--- config.mk ---
export PLATFORM = sky130hd
export DESIGN_NAME = rtc_sync_regs
export DESIGN_NICKNAME = d
export VERILOG_FILES = /design/src/rtl/rtc_wr_pkg.sv /design/src/rtl/rtc_commit_stage.sv /design/src/rtl/rtc_status_unit.sv /design/src/rtl/rtc_sync_regs.sv
export SDC_FILE = /design/constraint.sdc
export NUM_CORES = 1
export LEC_CHECK = 0
export CORE_MARGIN = 1.5
export CORE_UTILIZATION = 53
export DETAILED_ROUTE_END_ITERATION = 6
export PLACE_DENSITY = 0.84
export SLEW_MARGIN = 10
export SYNTH_ARGS = -nofsm -noshare
export SYNTH_HDL_FRONTEND = slang
export SYNTH_HIERARCHICAL = 1
export SYNTH_SLANG_ARGS = --single-unit
--- constraint.sdc ---
create_clock -name clk_i -period 3.8 [get_ports clk_i]
set_clock_uncertainty 0.05 [all_clocks]
set_input_delay 0.38 -clock clk_i [delete_from_list [all_inputs] [get_ports clk_i]]
set_output_delay 0.38 -clock clk_i [all_outputs]
set_load 0.02 [all_outputs]
--- src/rtl/rtc_wr_pkg.sv ---
package rtc_wr_pkg;
  localparam int unsigned ADDR_W   = 3;
  localparam int unsigned STAT_W   = 16;
  localparam int unsigned EVT_W    = 7;
  localparam int unsigned BIT_PEND = 14;
  localparam int unsigned BIT_DONE = 15;
  // status/enable bits that carry an event or completion flag
  localparam logic [STAT_W-1:0] STAT_MASK = 16'h807F;

  typedef enum logic [ADDR_W-1:0] {
    REG_STAT  = 3'd0,
    REG_INTEN = 3'd1,
    REG_TIME  = 3'd2,
    REG_ALARM = 3'd3,
    REG_PRESC = 3'd4
  } reg_sel_e;

  function automatic logic is_synced(logic [ADDR_W-1:0] a);
    return (a == REG_INTEN) || (a == REG_TIME) || (a == REG_ALARM) || (a == REG_PRESC);
  endfunction
endpackage

--- src/rtl/rtc_commit_stage.sv ---
module rtc_commit_stage
  import rtc_wr_pkg::*;
#(
  parameter int unsigned DATA_W = 32
) (
  input  logic              clk_i,
  input  logic              rst_ni,
  input  logic              wr_en_i,
  input  logic [ADDR_W-1:0] addr_i,
  input  logic [DATA_W-1:0] wdata_i,
  input  logic              tick_i,
  output logic              pend_o,
  output logic              fire_o,
  output logic [ADDR_W-1:0] sel_o,
  output logic [DATA_W-1:0] data_o
);
  logic              pend_q;
  logic [ADDR_W-1:0] sel_q;
  logic [DATA_W-1:0] data_q;
  logic              fire;
  logic              accept;

  assign fire   = pend_q & tick_i;
  assign accept = wr_en_i & is_synced(addr_i) & ~pend_q;

  always_ff @(posedge clk_i or negedge rst_ni) begin
    if (!rst_ni) begin
      pend_q <= 1'b0;
      sel_q  <= '0;
      data_q <= '0;
    end else if (fire) begin
      pend_q <= 1'b0;
    end else if (accept) begin
      pend_q <= 1'b1;
      sel_q  <= addr_i;
      data_q <= wdata_i;
    end
  end

  assign pend_o = pend_q;
  assign fire_o = fire;
  assign sel_o  = sel_q;
  assign data_o = data_q;

  // held write is never overwritten while outstanding
  p_drop_r4: assert property (@(posedge clk_i) disable iff (!rst_ni)
    pend_q |=> $stable(data_q) && $stable(sel_q));
  // commit retires the pending flag
  p_retire_r5: assert property (@(posedge clk_i) disable iff (!rst_ni)
    (pend_q && tick_i) |=> !pend_q);
  // accepted write raises pending
  p_accept_r2: assert property (@(posedge clk_i) disable iff (!rst_ni)
    (!pend_q && wr_en_i && is_synced(addr_i)) |=> pend_q);
endmodule

--- src/rtl/rtc_status_unit.sv ---
module rtc_status_unit
  import rtc_wr_pkg::*;
(
  input  logic              clk_i,
  input  logic              rst_ni,
  input  logic              clr_we_i,
  input  logic [STAT_W-1:0] clr_data_i,
  input  logic [EVT_W-1:0]  evt_i,
  input  logic              done_i,
  input  logic [STAT_W-1:0] en_i,
  output logic [STAT_W-1:0] stat_o,
  output logic              irq_o
);
  localparam int unsigned GAP_W = BIT_DONE - EVT_W;

  logic [STAT_W-1:0] stat_q;
  logic [STAT_W-1:0] set_vec;
  logic [STAT_W-1:0] clr_vec;
  logic              irq_q;

  assign set_vec = {done_i, {GAP_W{1'b0}}, evt_i};
  assign clr_vec = clr_we_i ? (clr_data_i & STAT_MASK) : '0;

  always_ff @(posedge clk_i or negedge rst_ni) begin
    if (!rst_ni) begin
      stat_q <= '0;
      irq_q  <= 1'b0;
    end else begin
      stat_q <= (stat_q & ~clr_vec) | set_vec;
      irq_q  <= |(stat_q & en_i & STAT_MASK);
    end
  end

  assign stat_o = stat_q;
  assign irq_o  = irq_q;

  // cleared bits not re-set in the same cycle read 0 next cycle
  p_w1c_r6: assert property (@(posedge clk_i) disable iff (!rst_ni)
    (clr_we_i && ((clr_data_i & STAT_MASK & ~set_vec) != '0))
      |=> ((stat_q & $past(clr_data_i & STAT_MASK & ~set_vec)) == '0));
  // events land regardless of enable
  p_evt_r7: assert property (@(posedge clk_i) disable iff (!rst_ni)
    (evt_i != '0) |=> ((stat_q[EVT_W-1:0] & $past(evt_i)) == $past(evt_i)));
  // interrupt only follows a set status bit
  p_irq_src_r8: assert property (@(posedge clk_i) disable iff (!rst_ni)
    $rose(irq_o) |-> ($past(stat_q & STAT_MASK) != '0));
  // completion sets bit 15
  p_done_r5: assert property (@(posedge clk_i) disable iff (!rst_ni)
    done_i |=> stat_q[BIT_DONE]);
endmodule

--- src/rtl/rtc_sync_regs.sv ---
module rtc_sync_regs
  import rtc_wr_pkg::*;
#(
  parameter int unsigned DATA_W = 32
) (
  input  logic              clk_i,
  input  logic              rst_ni,
  input  logic              wr_en_i,
  input  logic [2:0]        addr_i,
  input  logic [DATA_W-1:0] wdata_i,
  output logic [DATA_W-1:0] rdata_o,
  input  logic              sec_tick_i,
  input  logic              raw_tick_i,
  input  logic [6:0]        event_i,
  output logic              irq_o,
  output logic [DATA_W-1:0] time_o,
  output logic              time_load_o,
  output logic [DATA_W-1:0] alarm_o,
  output logic              presc_en_o
);
  logic              pend;
  logic              fire;
  logic [ADDR_W-1:0] sel;
  logic [DATA_W-1:0] hold;
  logic              commit_tick;

  logic [DATA_W-1:0] time_q;
  logic [DATA_W-1:0] alarm_q;
  logic [STAT_W-1:0] en_q;
  logic              presc_q;
  logic              load_q;
  logic [STAT_W-1:0] stat;
  logic              stat_clr;

  assign commit_tick = presc_q ? sec_tick_i : raw_tick_i;
  assign stat_clr    = wr_en_i && (addr_i == REG_STAT);

  rtc_commit_stage #(.DATA_W(DATA_W)) u_commit (
    .clk_i   (clk_i),
    .rst_ni  (rst_ni),
    .wr_en_i (wr_en_i),
    .addr_i  (addr_i),
    .wdata_i (wdata_i),
    .tick_i  (commit_tick),
    .pend_o  (pend),
    .fire_o  (fire),
    .sel_o   (sel),
    .data_o  (hold)
  );

  rtc_status_unit u_status (
    .clk_i      (clk_i),
    .rst_ni     (rst_ni),
    .clr_we_i   (stat_clr),
    .clr_data_i (wdata_i[STAT_W-1:0]),
    .evt_i      (event_i),
    .done_i     (fire),
    .en_i       (en_q),
    .stat_o     (stat),
    .irq_o      (irq_o)
  );

  always_ff @(posedge clk_i or negedge rst_ni) begin
    if (!rst_ni) begin
      time_q  <= '0;
      alarm_q <= '0;
      en_q    <= '0;
      presc_q <= 1'b0;
      load_q  <= 1'b0;
    end else begin
      load_q <= fire && (sel == REG_TIME);
      if (fire) begin
        case (reg_sel_e'(sel))
          REG_INTEN: en_q    <= hold[STAT_W-1:0] & STAT_MASK;
          REG_TIME:  time_q  <= hold;
          REG_ALARM: alarm_q <= hold;
          REG_PRESC: presc_q <= hold[0];
          default:   ;
        endcase
      end
    end
  end

  always_comb begin
    rdata_o = '0;
    case (addr_i)
      REG_STAT:  rdata_o = DATA_W'(stat | (STAT_W'(pend) << BIT_PEND));
      REG_INTEN: rdata_o = DATA_W'(en_q);
      REG_TIME:  rdata_o = time_q;
      REG_ALARM: rdata_o = alarm_q;
      REG_PRESC: rdata_o = DATA_W'(presc_q);
      default:   rdata_o = '0;
    endcase
  end

  assign time_o      = time_q;
  assign alarm_o     = alarm_q;
  assign presc_en_o  = presc_q;
  assign time_load_o = load_q;

  // register outputs hold while a write waits for its tick
  p_hold_r2: assert property (@(posedge clk_i) disable iff (!rst_ni)
    (pend && !commit_tick) |=> ($stable(time_q) && $stable(alarm_q) && $stable(en_q) && $stable(presc_q)));
  // load pulse only after a commit
  p_load_r5: assert property (@(posedge clk_i) disable iff (!rst_ni)
    time_load_o |-> $past(fire));
  // bit 14 never enabled
  p_en14_r8: assert property (@(posedge clk_i) disable iff (!rst_ni)
    !en_q[BIT_PEND]);
endmodule

Yosys cells after proc, flatten, opt, wreduce, memory -nomap -nowiden
Index checks and enable logic that the tools add are counted.
- equal/unequal tests: 8
- muxes and demuxes: 5
- bitwise operators: 10
- reduce and logical (&&, ||, !) cells: 13
- operators with widths (cell ; count):
    $pmux W32 S5 ; 1
    $and A16 B16 Y16 ; 2
    $mux W16 ; 1
    $not A16 Y16 ; 1
    $or A16 B15 Y16 ; 1
    $or A16 B16 Y16 ; 1
    $eq A3 B2 Y1 const B ; 4
    $reduce_and A2 Y1 ; 5
    $reduce_or A8 Y1 ; 1
    $eq A3 B1 Y1 const B ; 2
    $eq A3 B3 Y1 const B ; 2
    $and A1 B1 Y1 ; 3
    $logic_not A3 Y1 ; 1
    $logic_or A1 B1 Y1 ; 3
    $mux W1 ; 3
    $logic_and A1 B1 Y1 ; 2
    $not A1 Y1 ; 2
    $reduce_bool A2 Y1 ; 1
- flip-flop bits (word level): 127
- output and inout bits: 99
- word-level logic and storage cells: 46

Logic depth before layout (Yosys ltp)
Gate-level depths: netlist (run 1).
- depth after elaboration: 8
- mapped depth: 7
- mapped depth without buffers: 5

Hierarchy
Netlist (run 1), hierarchy kept.
- modules (own cells, without submodules) (module ; times used ; cells an instance ; area each (sq um) ; seq. area each (sq um)):
    rtc_sync_regs ; 1 ; 252 ; 3682.3 ; 1851.8
    rtc_commit_stage ; 1 ; 92 ; 1572.8 ; 900.9
    rtc_status_unit ; 1 ; 40 ; 422.9 ; 225.2

Worst setup path before layout (run 1)
No wires, ideal clock.
- kind: register -> register
- start point: register presc_q, in the netlist presc_en_o
- end point: register time_q[0], in the netlist time_o[0]
- arrival: 1762 ps
- setup slack: 1863 ps
- stages on the path, launching flop included: 7
- buffers on the path: 2
- period minus slack after synthesis: 1937 ps
- cells stage by stage: dfrtp_1 > mux2_2 > and2_1 > and4bb_1 > buf_6 > buf_12 > mux2_4
- word-level cells in the longest chain between the ends: 3
- ends and longest elaborated chain (element ; line ; source):
    start: declaration ; rtc_sync_regs.sv:30 ; logic presc_q;
    start signal: assignment ; rtc_sync_regs.sv:77 ; REG_PRESC: presc_q <= hold[0];
    $mux W1 ; rtc_sync_regs.sv:35 ; assign commit_tick = presc_q ? sec_tick_i : raw_tick_i;
    via commit_tick ; rtc_sync_regs.sv:25 ; logic commit_tick;
    $and A1 B1 Y1 ; rtc_commit_stage.sv:23 ; assign fire = pend_q & tick_i;
    via fire ; rtc_sync_regs.sv:22 ; logic fire;
    $reduce_and A2 Y1 (no source line) ; - ;
    end signal: assignment ; rtc_sync_regs.sv:75 ; REG_TIME: time_q <= hold;
    end: declaration ; rtc_sync_regs.sv:27 ; logic [DATA_W-1:0] time_q;
The timed path passes the listed nets, and every way through them passes these cells.
A chain may end at the register's enable or synchronous reset.

Final worst setup path (run 1)
- start point: input port addr_i[1]
- end point: output port rdata_o[1]
- word-level cells in the longest chain between the ends: 2
- elaborated cells on any way between the ends: 6
- ends and longest elaborated chain (element ; line ; source):
    start: declaration ; rtc_sync_regs.sv:9 ; input logic [2:0] addr_i,
    $eq A3 B3 Y1 (tied with other cells) ; rtc_sync_regs.sv:86 ; case (addr_i)
    $pmux W32 S5 (*) ; rtc_sync_regs.sv:86 ;
    end: declaration ; rtc_sync_regs.sv:11 ; output logic [DATA_W-1:0] rdata_o,
Mark *: on every way between the ends. The rest lies on a longest branch, timed or not.

==> metrics, run 1 <==
DR pass1 iterations=5; worst vdd ir=0.439 mV; total number of vias=3771; final std cells w/o fill=683; max-cap viol count=0; IO Pins=146; die area=11300 sq um; routed length per placed instance=19.1 um; CP top delay family=buffers and inverters; worst hold path type=in2reg; met1 usage=33.3%; mean post-synth cell area=14.8 sq um; CTS buffer count=17; CP dominant cell by count=clkdlybuf4s50_1; nets@finish=581; H-Tree Depth=4; port bufs=145; DRC errors left=0; first-pass GRT wire length=21200 um; Flop pwr share=36.0%; critical path cell sequence=clkdlybuf4s50_1, buf_4, mux4_2, nor2b_1, clkdlybuf4s50_1; Synth Cell Area=5670 sq um; # clock sinks=119; Tmin final=2.95 ns; busiest grt layer=met2; CTS tree=built; vias in the first global route=4006; final number of max-transition violations=0; Gate power share=38.8%; NetSw=2.00 mW; Reg clk slew, reported paths=0.06 ns; Core Rows=37; critical path start-end classification=in2out; RSZ-0062 raised after global routing=false; Fillers=662; layout cell share with drive strength beyond 1=31.3%; GP Congestion=0.783; final worst-path cycle share=77.6%; antenna violations before repair=0; Worst Tran Pin Value=0.960 ns; GR Util met2=39.4%; Via density=5.52; total negative setup slack=0 ns; DP HPWL=8690 um; ANT nets after route=0; Reg area=2980 sq um; cts repair resizes=0; M3 GR Usage=5.76%; pwr/cell area=798 nW/um^2; area of the multi-input gates=2420 sq um; WL final=13100 um; Worst Hold Slack=0.399 ns; Area growth syn-to-layout=35.6%; startpoint types=primary input; Core Util, Final=74.2%; violation count after the first detailed-route iteration=173; Place WS=0.863 ns; Die W=106 um; dpl cells=650; # diodes=0; CP required=3.37 ns; setup ws final=0.850 ns; chip height=106 um; Clk Tree Root Cell=clkbuf_8; critical path arrival=2.52 ns; Reg2Reg Setup Slack=1.23 ns; Pint=4.14 mW; outcome=finished clean; CORE AREA=10400 sq um; most frequent cells in the layout=clkdlybuf4s50_1, dfrtp_1, mux2_4, mux2_2, nor2_1; Max clock buf depth=2; Ys Warns=6; Slew HR=35.8%; largest net degree at the start of global routing=75; f_max=339 MHz; worst-skew pair later-pin latency=0.50 ns; most common cell after layout, fill and taps aside=clkdlybuf4s50_1; CP peak stage delay=0.79 ns; Worst Path Buf+Inv=3; crit end category=primary output; cells after synthesis=383; Starting Density=54.7%; Switching Fraction=32.5%; final hold vios=0; Final Setup Violations=0; Pleak=3.37 nW; Remaining Overflow, GRT=0; CP Max Fanout=15; Clock Power Share=25.2%; All-Layer GR Usage=24.6%; Slowest-stage cell, CP=clkdlybuf4s50_1
==> flip-flops by register name, summed over array words and instances, names as in the netlist <==
register / flops
alarm_o: 32
en_q: 8
presc_en_o: 1
time_load_o: 1
time_o: 32
u_commit/data_o: 32
u_commit/pend_o: 1
u_commit/sel_o: 3
u_status/irq_o: 1
u_status/stat_o: 8
==> metrics by stage <==
stage | power (mW) | cell area, sq um
floorplan | 3.48 | 5700
global route | 6.43 | 7690
CTS | 6.18 | 7690
detailed placement | 4.59 | 7110
finish | 6.14 | 7690
global placement | 4.51 | 7110
==> final cells by class <==
type	instances	share of cell area (%)
Clock inverter	13	2.03
Clock buffer	19	5.48
Multi-Input combinational cell	239	31.5
Inverter	1	0.0488
Sequential cell	119	38.7
Tap cell	136	2.21
Timing Repair Buffer	156	20.0
==> path summary, 6_finish.rpt <==
| kind | start | end | depth (start not counted) |
|---|---|---|---|
| max | addr_i[1] | rdata_o[1] | 5 |
| min | event_i[5] | u_status/stat_o[5] | 2 |
| max reg2reg | presc_en_o | alarm_o[4] | 5 |
| min reg2reg | u_status/stat_o[5] | u_status/stat_o[5] | 1 |
| max in group asynchronous | rst_ni | en_q[1] | 3 |
| min in group asynchronous | rst_ni | alarm_o[10] | 2 |
==> power by group through the flow <==
stage / clock network [mW] / logic [mW] / registers, mW
floorplan: 0 / 0.972 / 2.51
global placement: 0 / 2.33 / 2.18
detailed placement: 0 / 2.39 / 2.21
CTS: 1.57 / 2.41 / 2.20
global route: 1.64 / 2.51 / 2.28
finish: 1.55 / 2.39 / 2.21
==> layer usage <==
layer	wire length [um]	vias up
met4	104	0
li1	-	1663
met2	6450	155
met5	0	-
met1	5770	1943
met3	750	10
==> timing repair <==
item,in CTS,in global routing
setup endpoints to repair,0,0
setup buffers,0,0
hold buffers,1,0
endpoints found under the hold margin,23,0
No activity file was read; power rests on OpenSTA's default activity.
==> inputs of run 2 (changes only) <==
- CORE_UTILIZATION: 53 -> 49
- PLACE_DENSITY: 0.84 -> 0.78
- clock period: 3.8 -> 3 ns (I/O delays scaled with it)
==> run 2 against run 1 <==
The flow now finishes with violations (negative hold slack). Clock-buffer cell count increased by 4. Sequential power increased by 26%. Combinational power increased by 27%. Register-to-register slack got worse by 0.48 ns. Global-route usage decreased by 2.0 points. Power increased by 26%. Utilization decreased by 5.9 points. Critical path depth decreased by 1. Flip-flop and latch count unchanged. Highest routed layer unchanged.
==> metrics, run 2 (synthesis results as in run 1) <==
Area growth syn-to-layout=36.8% (was 35.6%); vias in the first global route=3930 (was 4006); cts repair resizes=0 (unchanged); Levels on crit path=4 (was 5); ANT nets after route=0 (unchanged); worst-skew pair later-pin latency=0.40 ns (was 0.50 ns); H-Tree Depth=4 (unchanged); r2r endpoint=alarm_o[14] (was alarm_o[4]); Tmin final=2.48 ns; DP HPWL=8600 um (was 8690 um); Via density=5.32 (was 5.52); Max clock buf depth=2 (unchanged); antenna violations before repair=0 (unchanged); routed wl met3=710 um (was 750 um); max-cap viol count=0 (unchanged); nets@finish=585 (was 581); Post CTS Setup Buffer Count=0 (unchanged); Pint=5.28 mW (was 4.14 mW); die area=12200 sq um (was 11300 sq um); most common cell after layout, fill and taps aside=clkdlybuf4s50_1 (unchanged); routed wire length on met2=6310 um (was 6450 um); Starting Density=49.9% (was 54.7%); CP required=2.65 ns (was 3.37 ns); # diodes=0 (unchanged); All-Layer GR Usage=22.6% (was 24.6%); CP top delay family=buffers and inverters (unchanged); Gate power share=39.0% (was 38.8%); Fillers=819 (was 662); total negative setup slack=0 ns (unchanged); layout cell share with drive strength beyond 1=31.6% (was 31.3%); total number of vias=3684 (was 3771); final hold vios=7 (was 0); # clock sinks=119 (unchanged); worst hold path type=in2async (was in2reg); Reg2Reg Setup Slack=0.75 ns (was 1.23 ns); Worst Hold Slack=-0.00907 ns (was 0.399 ns); CTS tree=built (unchanged); metal1 wirelength=5820 um (was 5770 um); R2R depth=5 (unchanged); routed length per placed instance=18.8 um (was 19.1 um); most frequent cells in the layout=clkdlybuf4s50_1, dfrtp_1, mux2_4, mux2_2, nor2_1 (unchanged); hold-fix buffers at CTS=0 (was 1); Reg2Reg Launch Point=presc_en_o (unchanged); Slew HR=35.8% (about the same); crit path launch=addr_i[0] (was addr_i[1]); CP Max Fanout=21 (was 15); Pleak=3.40 nW (was 3.37 nW); critical path arrival=2.13 ns (was 2.52 ns); worst vdd ir=0.674 mV (was 0.439 mV); RSZ-0062 raised after global routing=false (unchanged); Core Rows=39 (was 37); Worst Path Buf+Inv=2 (was 3); startpoint types=primary input (unchanged); final worst-path cycle share=82.7%; Switching Fraction=32.0% (was 32.5%); final number of max-transition violations=0 (unchanged); crit end category=primary output (unchanged); Slowest-stage cell, CP=mux4_2 (was clkdlybuf4s50_1); GP Congestion=0.786 (was 0.783); NetSw=2.49 mW (was 2.00 mW); outcome=finished with violations (was finished clean); final std cells w/o fill=693 (was 683); Clock Power Share=25.3% (was 25.2%); Worst Tran Pin Value=0.964 ns (was 0.960 ns); Reg clk slew, reported paths=0.05 ns (was 0.06 ns); highest metal used=met4 (unchanged); Design Area, Final=7760 sq um (was 7690 sq um); Final Setup Violations=0 (unchanged); IO Pins=146 (unchanged); DRC errors left=0 (unchanged); WL final=13000 um (was 13100 um); CORE AREA=11400 sq um (was 10400 sq um); Die W=111 um (was 106 um); CTS buffer count=17 (unchanged); Clk Tree Root Cell=clkbuf_16 (was clkbuf_8); violation count after the first detailed-route iteration=131 (was 173); Flop pwr share=35.8% (was 36.0%); chip height=111 um (was 106 um); largest net degree at the start of global routing=77 (was 75); DR pass1 iterations=4 (was 5); critical path start-end classification=in2out (unchanged); worst setup path endpoint=rdata_o[1] (unchanged); Power, Total=7.76 mW (was 6.14 mW); failing checks=negative hold slack; critical path cell sequence=buf_2, mux4_2, nor2b_1, clkdlybuf4s50_1 (was clkdlybuf4s50_1, buf_4, mux4_2, nor2b_1, clkdlybuf4s50_1); dpl cells=662 (was 650); port bufs=145 (unchanged); pwr/cell area=1000 nW/um^2 (was 798 nW/um^2); first-pass GRT wire length=21400 um (was 21200 um); Remaining Overflow, GRT=0 (unchanged); f_max=403 MHz; CP peak stage delay=0.60 ns (was 0.79 ns); Post-DP Area=7190 sq um (was 7110 sq um)
run 2: metrics by stage:
step	setup WS, ns	hold slack, ns	utilization (%)
floorplan	1.06	-0.0456	-
global placement	0.537	0.444	63.2
detailed placement	0.516	0.442	63.2
CTS	0.510	0.0323	68.3
global route	0.435	0.0734	68.3
finish	0.518	-0.00907	68.3
run 2: power groups by stage:
stage / clock network, mW / logic, mW / registers (mW)
after global placement: 0 / 2.98 / 2.75
after CTS: 1.99 / 3.06 / 2.78
after global routing: 2.08 / 3.19 / 2.88
after detailed placement: 0 / 3.03 / 2.78
final: 1.96 / 3.03 / 2.78
after floorplan: 0 / 1.23 / 3.18
run 2: final cells by class:
cell class	count	area, sq um	share of cell area, %
Clock buffer	23	478	6.16
Clock inverter	8	97.6	1.26
Inverter	1	3.75	0.0483
Multi-Input combinational cell	239	2420	31.2
Sequential cell	119	2980	38.4
Tap cell	143	179	2.30
Timing Repair Buffer	160	1610	20.7
run 2: worst min-delay path by stage:
stage                     cells after the start            endpoint               start
after floorplan                               0          alarm_o[0]              rst_ni
after global placement                        1  u_status/stat_o[2]  u_status/stat_o[2]
after detailed placement                      1  u_status/stat_o[4]  u_status/stat_o[4]
after CTS                                     1  u_commit/data_o[9]              rst_ni
after global routing                          1  u_commit/data_o[7]              rst_ni
final                                         1           time_o[7]              rst_ni
run 2: routing by layer:
metal / track usage, % / vias to the layer above
met5: 0 / -
met4: 7.01 / 0
met2: 36.2 / 122
met1: 30.0 / 1891
met3: 6.37 / 15
li1: - / 1656
==> inputs of run 3 (changes only) <==
- clock period: 3 -> 2.5 ns (I/O delays scaled with it)
==> run 3 against run 2 <==
The run now ends clean. First-iteration DRC count increased by 5.3%. Clock-buffer cell count decreased by 6. Clock power increased by 23%. Register-to-register slack got worse by 0.24 ns. Global-route usage decreased by 0.67 points. Design area increased by 0.90%. Via count increased by 0.49%. Largest cell class unchanged. Highest routed layer unchanged.
==> metrics, run 3 (synthesis results as in run 1) <==
outcome=finished clean (was finished with violations); DR pass1 iterations=5 (was 4); CP required=2.20 ns (was 2.65 ns); antenna violations before repair=0 (unchanged); f_max=432 MHz; max-cap viol count=0 (unchanged); worst vdd ir=0.624 mV (was 0.674 mV); Die W=111 um (unchanged); startpoint types=flip-flop (was primary input); final worst-path cycle share=92.7%; pwr/cell area=1200 nW/um^2 (was 1000 nW/um^2); CP Max Fanout=6 (was 21); vias in the first global route=3899 (was 3930); ANT nets after route=0 (unchanged); most frequent cells in the layout=clkdlybuf4s50_1, dfrtp_1, mux2_4, mux2_2, nor2_1 (unchanged); total number of vias=3702 (was 3684); first-pass GRT wire length=21100 um (was 21400 um); final hold vios=0 (was 7); CP peak stage delay=0.63 ns (was 0.60 ns); critical path arrival=2.02 ns (was 2.13 ns); RSZ-0062 raised after global routing=false (unchanged); Slowest-stage cell, CP=clkdlybuf4s50_1 (was mux4_2); GP Congestion=0.795 (was 0.786); CTS tree=built (unchanged); layout cell share with drive strength beyond 1=32.7% (was 31.6%); violation count after the first detailed-route iteration=138 (was 131); # clock sinks=119 (unchanged); cts repair resizes=0 (unchanged); # diodes=0 (unchanged); critical path start-end classification=reg2out (was in2out); port bufs=145 (unchanged); Starting Density=49.9% (unchanged); largest net degree at the start of global routing=72 (was 77); hold-fix buffers at CTS=1 (was 0); DRC errors left=0 (unchanged); Tmin final=2.32 ns; total negative setup slack=0 ns (unchanged); routed length per placed instance=18.5 um (was 18.8 um); Max clock buf depth=2 (unchanged); Reg clk slew, reported paths=0.06 ns (was 0.05 ns); worst hold path type=in2async (unchanged); CORE AREA=11400 sq um (unchanged); Area growth syn-to-layout=38.1% (was 36.8%); most common cell after layout, fill and taps aside=clkdlybuf4s50_1 (unchanged); Worst Path Buf+Inv=1 (was 2); Core Rows=39 (unchanged); Core Util, Final=68.9% (was 68.3%); Via density=5.30 (was 5.32); Remaining Overflow, GRT=0 (unchanged); IO Pins=146 (unchanged); CP top delay family=buffers and inverters (unchanged); Final Setup Violations=0 (unchanged); Pleak=3.44 nW (was 3.40 nW); H-Tree Depth=4 (unchanged); WL final=12900 um (was 13000 um); nets@finish=590 (was 585); critical path cell sequence=nor2_1, or3_1, a21oi_1, clkdlybuf4s50_1 (was buf_2, mux4_2, nor2b_1, clkdlybuf4s50_1); DP HPWL=8890 um (was 8600 um); Post CTS Setup Buffer Count=0 (unchanged); final number of max-transition violations=0 (unchanged); CTS buffer count=17 (unchanged); crit end category=primary output (unchanged); worst-skew pair later-pin latency=0.40 ns (about the same); All-Layer GR Usage=21.9% (was 22.6%); die area=12200 sq um (unchanged); chip height=111 um (unchanged); Clk Tree Root Cell=clkbuf_16 (unchanged)
==> run 3: changes by cell type in the layout (fill, tap and decap cells not counted), moves of 2 or more <==
cell	delta
clkbuf_1	-3
clkbuf_8	-3
clkinv_4	+4
clkinvlp_4	-2
inv_6	+5
buf_4	+3
==> run 3: cell type report <==
type / instances / area, sq um
clock buffers: 17 / 425
clock inverters: 15 / 168
fillers: 842 / 3530
inverters: 1 / 3.75
multi-input cells: 239 / 2420
flip-flops and latches: 119 / 2980
well taps: 143 / 179
repair buffers: 165 / 1660
==> run 3: worst paths after layout <==
kind                                    start            endpoint  slack (ns)  cells past startpoint
min in group clk_i                  addr_i[0]   u_commit/sel_o[2]        0.29                      3
hold / removal                         rst_ni           time_o[9]        0.19                      2
hold reg to reg            u_status/stat_o[4]  u_status/stat_o[4]        0.47                      1
setup / recovery              u_commit/pend_o         rdata_o[14]        0.18                      4
setup reg to reg                   presc_en_o          time_o[24]        0.51                      5
max in group asynchronous              rst_ni         alarm_o[23]        1.53                      3
==> run 3: report_power, final <==
| part | total [mW] | leakage [nW] | switching (mW) | internal (mW) |
|---|---|---|---|---|
| Clock | 2.41 | 0.291 | 0.918 | 1.49 |
| Sequential | 3.34 | 1.43 | 0.661 | 2.68 |
| Combinational | 3.65 | 1.71 | 1.52 | 2.13 |
==> run 3: through the flow <==
stage          worst slack (ns)  hold WS [ns]  cell area (sq um)  total power, mW  instances
5_1_grt                  0.0926         0.191               7840             9.84        699
6_report                  0.184         0.188               7840             9.39        699
3_3_place_gp              0.233        0.0608               7230             6.88        666
3_5_place_dp              0.205        0.0624               7230             6.99        666
2_1_floorplan             0.563       -0.0956               5700             5.29        390
4_1_cts                   0.167         0.182               7840             9.47        699
==> run 3: routing by layer <==
layer  global-route usage, %  vias up  part of all wire, %
met5                       0        -                    0
met4                    5.98        0                 0.87
met3                    5.65        9                  5.0
met2                    35.6      133                   50
met1                    29.4     1880                   44
li1                        -     1680                    -
